$ cat src/rtl/bat_pkg.sv
package bat_pkg;
  localparam int AW     = 32;
  localparam int BIDX_W = 15;
  localparam int MSK_W  = 11;
  localparam int OFF_W  = AW - BIDX_W;

  typedef struct packed {
    logic [BIDX_W-1:0] eidx;
    logic [MSK_W-1:0]  len_mask;
    logic              sup_ok;
    logic              usr_ok;
  } blk_up_t;

  typedef struct packed {
    logic [BIDX_W-1:0] ridx;
    logic [3:0]        wimg;
    logic [1:0]        prot;
  } blk_lo_t;

  typedef enum logic [1:0] {
    ACC_RD = 2'd0,
    ACC_WR = 2'd1,
    ACC_IF = 2'd2,
    ACC_RS = 2'd3
  } acc_e;

  function automatic logic [BIDX_W-1:0] wide_mask(logic [MSK_W-1:0] m);
    return {{(BIDX_W-MSK_W){1'b0}}, m};
  endfunction

  function automatic logic blk_match(blk_up_t u, logic [BIDX_W-1:0] ea_idx, logic sup);
    logic [BIDX_W-1:0] keep;
    keep = ~wide_mask(u.len_mask);
    return (sup ? u.sup_ok : u.usr_ok) && ((ea_idx & keep) == (u.eidx & keep));
  endfunction

  function automatic logic [BIDX_W-1:0] phys_idx(blk_lo_t l, blk_up_t u, logic [BIDX_W-1:0] ea_idx);
    return l.ridx | (ea_idx & wide_mask(u.len_mask));
  endfunction

  function automatic logic prot_denies(logic [1:0] prot, logic [1:0] kind);
    logic is_wr;
    is_wr = (kind == ACC_WR);
    return (prot == 2'd0) || (is_wr && (prot != 2'd2));
  endfunction
endpackage

$ cat src/rtl/bat_regs.sv
module bat_regs
  import bat_pkg::*;
#(
  parameter int N_ENT     = 4,
  parameter bit INSN_SIDE = 1'b0,
  localparam int IDXW     = (N_ENT > 1) ? $clog2(N_ENT) : 1
) (
  input  logic                   clk,
  input  logic                   rst_n,
  input  logic                   wr_en,
  input  logic                   wr_hi,
  input  logic [IDXW-1:0]        wr_idx,
  input  logic [AW-1:0]          wr_data,
  output blk_up_t [N_ENT-1:0]    ups,
  output blk_lo_t [N_ENT-1:0]    los
);
  logic    idx_ok;
  logic    guard_in;
  blk_up_t up_w;
  blk_lo_t lo_w;
  logic    unused_bits;

  assign idx_ok = (int'(wr_idx) < N_ENT);

  generate
    if (INSN_SIDE) begin : g_insn
      assign guard_in = 1'b0;
    end else begin : g_data
      assign guard_in = wr_data[3];
    end
  endgenerate

  assign up_w = '{eidx: wr_data[31:17], len_mask: wr_data[12:2],
                  sup_ok: wr_data[1], usr_ok: wr_data[0]};
  assign lo_w = '{ridx: wr_data[31:17], wimg: {wr_data[6:4], guard_in},
                  prot: wr_data[1:0]};
  assign unused_bits = ^{wr_data[16:13], wr_data[16:7], wr_data[2], wr_data[3]};

  always_ff @(posedge clk or negedge rst_n) begin
    if (!rst_n) begin
      ups <= '0;
      los <= '0;
    end else if (wr_en && idx_ok) begin
      if (wr_hi) ups[wr_idx] <= up_w;
      else       los[wr_idx] <= lo_w;
    end
  end
endmodule

$ cat src/rtl/bat_match.sv
module bat_match
  import bat_pkg::*;
#(
  parameter int N_ENT = 4
) (
  input  blk_up_t [N_ENT-1:0] ups,
  input  logic [BIDX_W-1:0]   ea_idx,
  input  logic                is_sup,
  output logic [N_ENT-1:0]    match_vec
);
  generate
    for (genvar e = 0; e < N_ENT; e++) begin : g_ent
      assign match_vec[e] = blk_match(ups[e], ea_idx, is_sup);
    end
  endgenerate
endmodule

$ cat src/rtl/bat_pick.sv
module bat_pick
  import bat_pkg::*;
#(
  parameter int N_ENT = 4
) (
  input  blk_up_t [N_ENT-1:0] ups,
  input  blk_lo_t [N_ENT-1:0] los,
  input  logic [N_ENT-1:0]    match_vec,
  input  logic [AW-1:0]       ea,
  input  logic [1:0]          acc_kind,
  output logic [N_ENT-1:0]    win_vec,
  output logic                hit,
  output logic                fault,
  output logic [AW-1:0]       pa,
  output logic [3:0]          attr_wimg
);
  blk_up_t sel_up;
  blk_lo_t sel_lo;
  logic    any;
  logic    deny;

  always_comb begin
    win_vec = '0;
    sel_up  = '0;
    sel_lo  = '0;
    any     = 1'b0;
    for (int e = 0; e < N_ENT; e++) begin
      if (match_vec[e] && !any) begin
        any        = 1'b1;
        win_vec[e] = 1'b1;
        sel_up     = ups[e];
        sel_lo     = los[e];
      end
    end
  end

  assign deny  = any && prot_denies(sel_lo.prot, acc_kind);
  assign fault = deny;
  assign hit   = any && !deny;

  always_comb begin
    pa        = '0;
    attr_wimg = '0;
    if (hit) begin
      pa        = {phys_idx(sel_lo, sel_up, ea[AW-1:OFF_W]), ea[OFF_W-1:0]};
      attr_wimg = sel_lo.wimg;
    end
  end
endmodule

$ cat src/rtl/bat_xlate.sv
module bat_xlate
  import bat_pkg::*;
#(
  parameter int N_ENT     = 4,
  parameter bit INSN_SIDE = 1'b0,
  localparam int IDXW     = (N_ENT > 1) ? $clog2(N_ENT) : 1
) (
  input  logic            clk,
  input  logic            rst_n,
  input  logic            wr_en,
  input  logic            wr_hi,
  input  logic [IDXW-1:0] wr_idx,
  input  logic [31:0]     wr_data,
  input  logic [31:0]     ea,
  input  logic            is_sup,
  input  logic [1:0]      acc_kind,
  output logic            hit,
  output logic            fault,
  output logic [31:0]     pa,
  output logic [3:0]      attr_wimg
);
  blk_up_t [N_ENT-1:0] ups;
  blk_lo_t [N_ENT-1:0] los;
  logic [N_ENT-1:0]    match_vec;
  logic [N_ENT-1:0]    win_vec;

  bat_regs #(.N_ENT(N_ENT), .INSN_SIDE(INSN_SIDE)) u_regs (
    .clk(clk), .rst_n(rst_n), .wr_en(wr_en), .wr_hi(wr_hi),
    .wr_idx(wr_idx), .wr_data(wr_data), .ups(ups), .los(los)
  );

  bat_match #(.N_ENT(N_ENT)) u_match (
    .ups(ups), .ea_idx(ea[AW-1:OFF_W]), .is_sup(is_sup), .match_vec(match_vec)
  );

  bat_pick #(.N_ENT(N_ENT)) u_pick (
    .ups(ups), .los(los), .match_vec(match_vec), .ea(ea), .acc_kind(acc_kind),
    .win_vec(win_vec), .hit(hit), .fault(fault), .pa(pa), .attr_wimg(attr_wimg)
  );
endmodule

$ cat config.mk
export PLATFORM = sky130hd
export DESIGN_NAME = bat_xlate
export DESIGN_NICKNAME = d
export VERILOG_FILES = /design/src/rtl/bat_pkg.sv /design/src/rtl/bat_regs.sv /design/src/rtl/bat_match.sv /design/src/rtl/bat_pick.sv /design/src/rtl/bat_xlate.sv
export SDC_FILE = /design/constraint.sdc
export NUM_CORES = 1
export LEC_CHECK = 0
export BUFFER_PORTS_ARGS = -buffer_cell sky130_fd_sc_hd__buf_2
export CORE_ASPECT_RATIO = 0.7
export CORE_MARGIN = 2
export CORE_UTILIZATION = 53
export DETAILED_ROUTE_END_ITERATION = 10
export HOLD_SLACK_MARGIN = 0.02
export PLACE_DENSITY = 0.78
export SLEW_MARGIN = 5
export SYNTH_ARGS = -nofsm -noshare
export SYNTH_HDL_FRONTEND = slang
export SYNTH_SLANG_ARGS = --single-unit
$ cat constraint.sdc
create_clock -name clk -period 3.6 [get_ports clk]
set_input_delay 0.72 -clock clk [delete_from_list [all_inputs] [get_ports clk]]
set_output_delay 0.72 -clock clk [all_outputs]
set_load 0.01 [all_outputs]
# Yosys cells after proc, flatten, opt, wreduce, memory -nomap -nowiden
# Index checks and enable logic that the tools add are counted.
# W data, S select, Z words.
dict set report op_classes {
  n_eq_ne 6
  order_cmp 2
  muxes 24
  n_bitwise 15
  n_reduce_logical 19
}
# operator n
set op_table {}
lappend op_table {{$and A15 B15 Y15} 8}
lappend op_table {{$bwmux W112} 1}
lappend op_table {{$mux W21} 5}
lappend op_table {{$bwmux W84} 1}
lappend op_table {{$eq A15 B15 Y1} 4}
lappend op_table {{$not A11 Y15} 4}
lappend op_table {{$demux W28 S2} 1}
lappend op_table {{$mux W13} 4}
lappend op_table {{$demux W21 S2} 1}
lappend op_table {{$mux W32} 1}
lappend op_table {{$mux W28} 1}
lappend op_table {{$and A15 B11 Y15} 1}
lappend op_table {{$or A15 B15 Y15} 1}
lappend op_table {{$logic_and A1 B1 Y1} 11}
lappend op_table {{$mux W1} 8}
lappend op_table {{$logic_not A1 Y1} 4}
lappend op_table {{$mux W4} 1}
lappend op_table {{$reduce_and A2 Y1} 2}
lappend op_table {{$lt A2 B3 Y1 const B} 1}
lappend op_table {{$eq A2 B1 Y1 const B} 1}
lappend op_table {{$ge A2 B1 Y1 const B} 1}
lappend op_table {{$logic_not A2 Y1} 1}
lappend op_table {{$ne A2 B2 Y1 const B} 1}
lappend op_table {{$logic_or A1 B1 Y1} 1}
lappend op_table {{$not A1 Y1} 1}
dict set report totals {
  elab_cells 94
  register_bits 196
  input_bits 73
  out_inout_bits 38
}

# Logic depth before layout (Yosys ltp)
dict set report logic_depth {
  word_depth 21
  ltp_mapped 12
  mapped_depth_nobuf 9
}

# By module
# A second synthesis with hierarchy kept.
dict set report hier_totals {
  hier_cells 763
  hier_area_um2 9728.1
}
# mod seq_area_each_um2 instances cells_per_inst area_each_um2
set by_module_without_submodules {}
lappend by_module_without_submodules {bat_regs 4904.7 1 419 7427.1}
lappend by_module_without_submodules {bat_pick 0.0 1 225 1390.1}
lappend by_module_without_submodules {bat_match 0.0 1 119 910.9}

# Worst setup path after synthesis
# Ideal clock, no wire load.
dict set report synth_timing {
  path_type {in2out}
  start {input ea[27]}
  end {output attr_wimg[0]}
  stages 12
  n_path_buf 4
  t_arrival_ns 2.945
  required_ns 2.880
  slack_ns -0.065
  cell_sequence {buf_2 xnor2_1 o22ai_1 or4_4 o2bb2a_4 and2_1 buf_6 nor3_2 o211ai_2 buf_4 buf_6 nor2_1}
}
dict set report synth_via {
  elab_chain_cells 20
  elab_cells_between_ends 34
  classes_between {5 x eq/ne; 9 x mux; 4 x bitwise; 16 x reduce/logical}
}
# element line
set synth_rtl {}
lappend synth_rtl {{start: declaration} bat_xlate.sv:14} ;# input logic [31:0] ea,
lappend synth_rtl {{$and A15 B15 Y15} bat_pkg.sv:34} ;# return (sup ? u.sup_ok : u.usr_ok) && ((ea_idx & keep) == (u.eidx & keep));
lappend synth_rtl {{$eq A15 B15 Y1} bat_pkg.sv:34}
lappend synth_rtl {{$logic_and A1 B1 Y1} bat_pkg.sv:34}
lappend synth_rtl {{$mux W1} bat_pick.sv:28} ;# if (match_vec[e] && !any) begin
lappend synth_rtl {{$logic_not A1 Y1} bat_pick.sv:28}
lappend synth_rtl {{$logic_and A1 B1 Y1} bat_pick.sv:28}
lappend synth_rtl {{$mux W1} bat_pick.sv:28}
lappend synth_rtl {{$logic_not A1 Y1} bat_pick.sv:28}
lappend synth_rtl {{[4 not listed]} --}
lappend synth_rtl {{$mux W21} bat_pick.sv:28}
lappend synth_rtl {{$ne A2 B2 Y1} bat_pkg.sv:44} ;# return (prot == 2'd0) || (is_wr && (prot != 2'd2));
lappend synth_rtl {{$logic_and A1 B1 Y1} bat_pkg.sv:44}
lappend synth_rtl {{$logic_or A1 B1 Y1} bat_pkg.sv:44}
lappend synth_rtl {{$logic_and A1 B1 Y1} bat_pick.sv:37} ;# assign deny = any && prot_denies(sel_lo.prot, acc_kind);
lappend synth_rtl {{$logic_not A1 Y1} bat_pick.sv:39} ;# assign hit = any && !deny;
lappend synth_rtl {{$logic_and A1 B1 Y1} bat_pick.sv:39}
lappend synth_rtl {{$mux W4 (*)} bat_pick.sv:44} ;# if (hit) begin
lappend synth_rtl {{end: declaration} bat_xlate.sv:20} ;# output logic [3:0] attr_wimg
# Mark *: on every way between the ends. The rest lies on a longest branch, timed or not.

# Final worst setup path
dict set report layout_timing {
  start {register, netlist name u_regs.ups[43]}
  end {output fault}
}
dict set report layout_via {
  elab_chain_cells 15
  elab_cells_between_ends 19
  classes_between {2 x eq/ne; 6 x mux; 1 x bitwise; 10 x reduce/logical}
}
# element line
set layout_rtl {}
lappend layout_rtl {{$and A15 B15 Y15 (*)} bat_pkg.sv:34}
lappend layout_rtl {{$eq A15 B15 Y1 (*)} bat_pkg.sv:34}
lappend layout_rtl {{$logic_and A1 B1 Y1 (*)} bat_pkg.sv:34}
lappend layout_rtl {{$logic_and A1 B1 Y1 (*)} bat_pick.sv:28}
lappend layout_rtl {{$mux W1} bat_pick.sv:28}
lappend layout_rtl {{$logic_not A1 Y1} bat_pick.sv:28}
lappend layout_rtl {{$logic_and A1 B1 Y1} bat_pick.sv:28}
lappend layout_rtl {{$mux W1} bat_pick.sv:28}
lappend layout_rtl {{$logic_not A1 Y1} bat_pick.sv:28}
lappend layout_rtl {{$logic_and A1 B1 Y1} bat_pick.sv:28}
lappend layout_rtl {{$mux W21} bat_pick.sv:28}
lappend layout_rtl {{$ne A2 B2 Y1} bat_pkg.sv:44}
lappend layout_rtl {{$logic_and A1 B1 Y1} bat_pkg.sv:44}
lappend layout_rtl {{$logic_or A1 B1 Y1} bat_pkg.sv:44}
lappend layout_rtl {{$logic_and A1 B1 Y1 (*)} bat_pick.sv:37}
lappend layout_rtl {{end: declaration} bat_xlate.sv:18} ;# output logic fault,
# Marked as above.

==> results.sh <==
export IMPL_die_w_um=164
export IMPL_grt_pass1_vias=7115
export IMPL_viasPerCell=6.01
export IMPL_synth_warnings=0
export IMPL_hold_path_class="in2async"
export IMPL_synth_edff_count=0
export IMPL_crit_path_start="u_regs.ups[43]$_DFFE_PN0P_"
export IMPL_cp_slowest_stage_delay_ns=0.55
export IMPL_maxCapViolations=0
export IMPL_power_density_nw_per_um2=527
export IMPL_cp_num_buf_inv=3
export IMPL_finalSetupViolCount=38
export IMPL_required_ns=2.88
export IMPL_placedCellCount=1109
export IMPL_nets=979
export IMPL_p_leak_uw=0.00499
export IMPL_end_kind="output pin"
export IMPL_die_h_um=116
export IMPL_coreArea_um2=17300
export IMPL_finalCritPeriodShare_pct=112
export IMPL_num_rows=40
export IMPL_holdWs_ns=0.321
export IMPL_final_cell_mix="mux2_2, dfrtp_1, buf_2"
export IMPL_violations="negative setup slack"
export IMPL_rsz0062_at_grt="true"
export IMPL_layout_drive_gt1_share_pct=50.7
export IMPL_grt_use_met2_pct=42.8
export IMPL_grt_pass1_wl_mm=39.5
export IMPL_dr_pass1_iters=5
export IMPL_num_vias=6917
export IMPL_synth_async_reset_ratio_pct=100
export IMPL_grt_overflow=0
export IMPL_cp_cell_sequence="xnor2_4 -> o22ai_1 -> or4_4 -> o2111ai_4 -> a31oi_4 -> or3_4 -> o211ai_4 -> buf_12 -> inv_12 -> a31oi_4 -> buf_2"
export IMPL_avgRoutedWirePerCell_um=22.0
export IMPL_cts_reportedPaths_clkPinSlew_ns=0.07
export IMPL_cts_made_buffers=17
export IMPL_crit_type="reg2out"
export IMPL_design_area_um2=11800
export IMPL_synth_top_area_share_pct=51.9
export IMPL_critical_path_slowest_cell="or4_4"
export IMPL_synth_seq_cells=196
export IMPL_maxSlewHeadroom_pct=50.0
export IMPL_skew_ns=0
export IMPL_setup_slack_ns=-0.438
export IMPL_groute_layer_met1_usage_pct=40.2
export IMPL_syn_inst=764
export IMPL_clk_latency_ns=0.44
export IMPL_netlist_top_cells_area="dfrtp_1, mux2_2, xnor2_1, a21oi_1, a221oi_1"
export IMPL_cts_sinks=196
export IMPL_grt_usage_pct=28.1
export IMPL_tritoncts="built"
export IMPL_yosysTopAreaCell="dfrtp_1"
export IMPL_synthFlopType="dfrtp_1"
export IMPL_htree_levels=4
export IMPL_place_gp_congestion=0.874
export IMPL_start_kind="flop"
export IMPL_fin_tns_setup_ns=-13.99
export IMPL_fmax_mhz=248
export IMPL_post_route_min_period_ns=4.04
export IMPL_drcViolationCount=0
export IMPL_antenna_left=0
export IMPL_synthDistinctLibCells=52
export IMPL_ctsHoldBuffers=0
export IMPL_use_met3_pct=6.37
export IMPL_tightest_slew_ns=0.749
export IMPL_ios=111
export IMPL_synth_seq_area_share_pct=51.9
export IMPL_syn_area_um2=9450
export IMPL_syn_nets=837
export IMPL_status="finished, violations left"
export IMPL_instances_no_fill=1150
export IMPL_path_common_cell="a31oi_4"
export IMPL_grt_max_degree=91
export IMPL_peakVddDrop_mv=0.311
export IMPL_critPathMaxFanout=5
export IMPL_clk_path_buf_depth=2
export IMPL_initial_core_util_pct=54.6
export IMPL_die_area_um2=18900
export IMPL_hold_violations=0
export IMPL_areaGrowthSynthToFinish_pct=24.5
export IMPL_io_buffers=106
export IMPL_antennaDiodeCount=0
export IMPL_reg2reg_from="u_regs.ups[60]$_DFFE_PN0P_"
export IMPL_antenna_found_initial=0
export IMPL_grt_busiest_layer="met2"
export IMPL_root_buffer="clkbuf_16"
export IMPL_dp_hpwl_mm=16.5
export IMPL_cp_arrival_ns=3.32
export IMPL_total_power_uw=6200
export IMPL_final_max_slew_viol_count=0
export IMPL_crit_family="compound AO/OA/AOI/OAI gates"
export IMPL_nFillCells=1254
export IMPL_post_synth_cell_area_avg_um2=12.4
export IMPL_routed_wl_mm=25.3
export IMPL_final_common_cell="mux2_2"
export IMPL_placed_cell_area_um2=10700
export IMPL_drt_iter0_markers=540
## cell usage after synthesis, drive strengths merged (3+ instances only)
cell and number:
a21oi 34, a221oi 18, a31oi 11, and2 22
and3 10, buf 23, clkbuf 28, dfrtp 196
mux2 197, nand2 32, nand3 29, nand4 3
nand4b 3, nor2 24, nor3 6, nor4 5
o211ai 5, o21ai 9, o22ai 19, or3 4
xnor2 54, xor2 6
## state kept, by name (all words and copies together) (netlist names)
name        count
u_regs.los     84
u_regs.ups    112
## report_power, final
group / internal, µW / total, µW / switching, µW
Combinational: 671 / 1160 / 491
Clock: 1120 / 2000 / 875
Sequential: 2690 / 3040 / 348
Total: 4480 / 6200 / 1710
## layer usage
metal  wire [µm]  share of wire (%)  vias up
met5           0                  0        -
met1       11600                 46     3525
li1            -                  -     3062
met4         452                1.8        0
met3        2050                8.1       37
met2       11200                 44      293
## through the flow
stage | setup slack [ns] | utilization (%)
after floorplan | 0.00757 | -
after global routing | -0.498 | 67.9
final | -0.438 | 67.9
after detailed placement | -0.497 | 61.5
after global placement | -0.431 | 61.5
after CTS | -0.365 | 67.3
## final timing paths
path,to,slack [ns],depth (start not counted)
max in group asynchronous,u_regs.ups[101]$_DFFE_PN0P_,2.50,2
setup / recovery,fault,-0.44,11
setup reg to reg,u_regs.ups[60]$_DFFE_PN0P_,2.76,1
min in group clk,u_regs.ups[84]$_DFFE_PN0P_,0.51,1
hold / removal,u_regs.ups[13]$_DFFE_PN0P_,0.32,1
hold reg to reg,u_regs.ups[84]$_DFFE_PN0P_,0.51,1
## repair_timing
item / in CTS / in global routing
cloned: 4 / 1
endpoints found under the setup margin: 38 / 38
buffers inserted: 4 / 1
resized for setup: 56 / 19
pin swaps: 21 / 13
## kinds of logic after synthesis
| family | share of synthesized area (%) |
|---|---|
| multiplexers | 23.7 |
| flip-flops | 51.9 |
| AND/OR/NAND/NOR | 8.37 |
| AO/OA/AOI/OAI | 7.77 |
| XOR/XNOR | 5.56 |
| buffers and inverters | 2.70 |
## layout make-up
class / instances / area, µm² / area share [%]
Tap cell: 231 / 289 / 2.46
Multi-Input combinational cell: 516 / 4620 / 39.3
Clock buffer: 18 / 439 / 3.73
Inverter: 1 / 16.3 / 0.138
Sequential cell: 196 / 4910 / 41.7
Timing Repair inverter: 3 / 33.8 / 0.287
Timing Repair Buffer: 171 / 1280 / 10.9
Clock inverter: 14 / 176 / 1.50
Note: power is estimated with default switching activity, not from simulation.
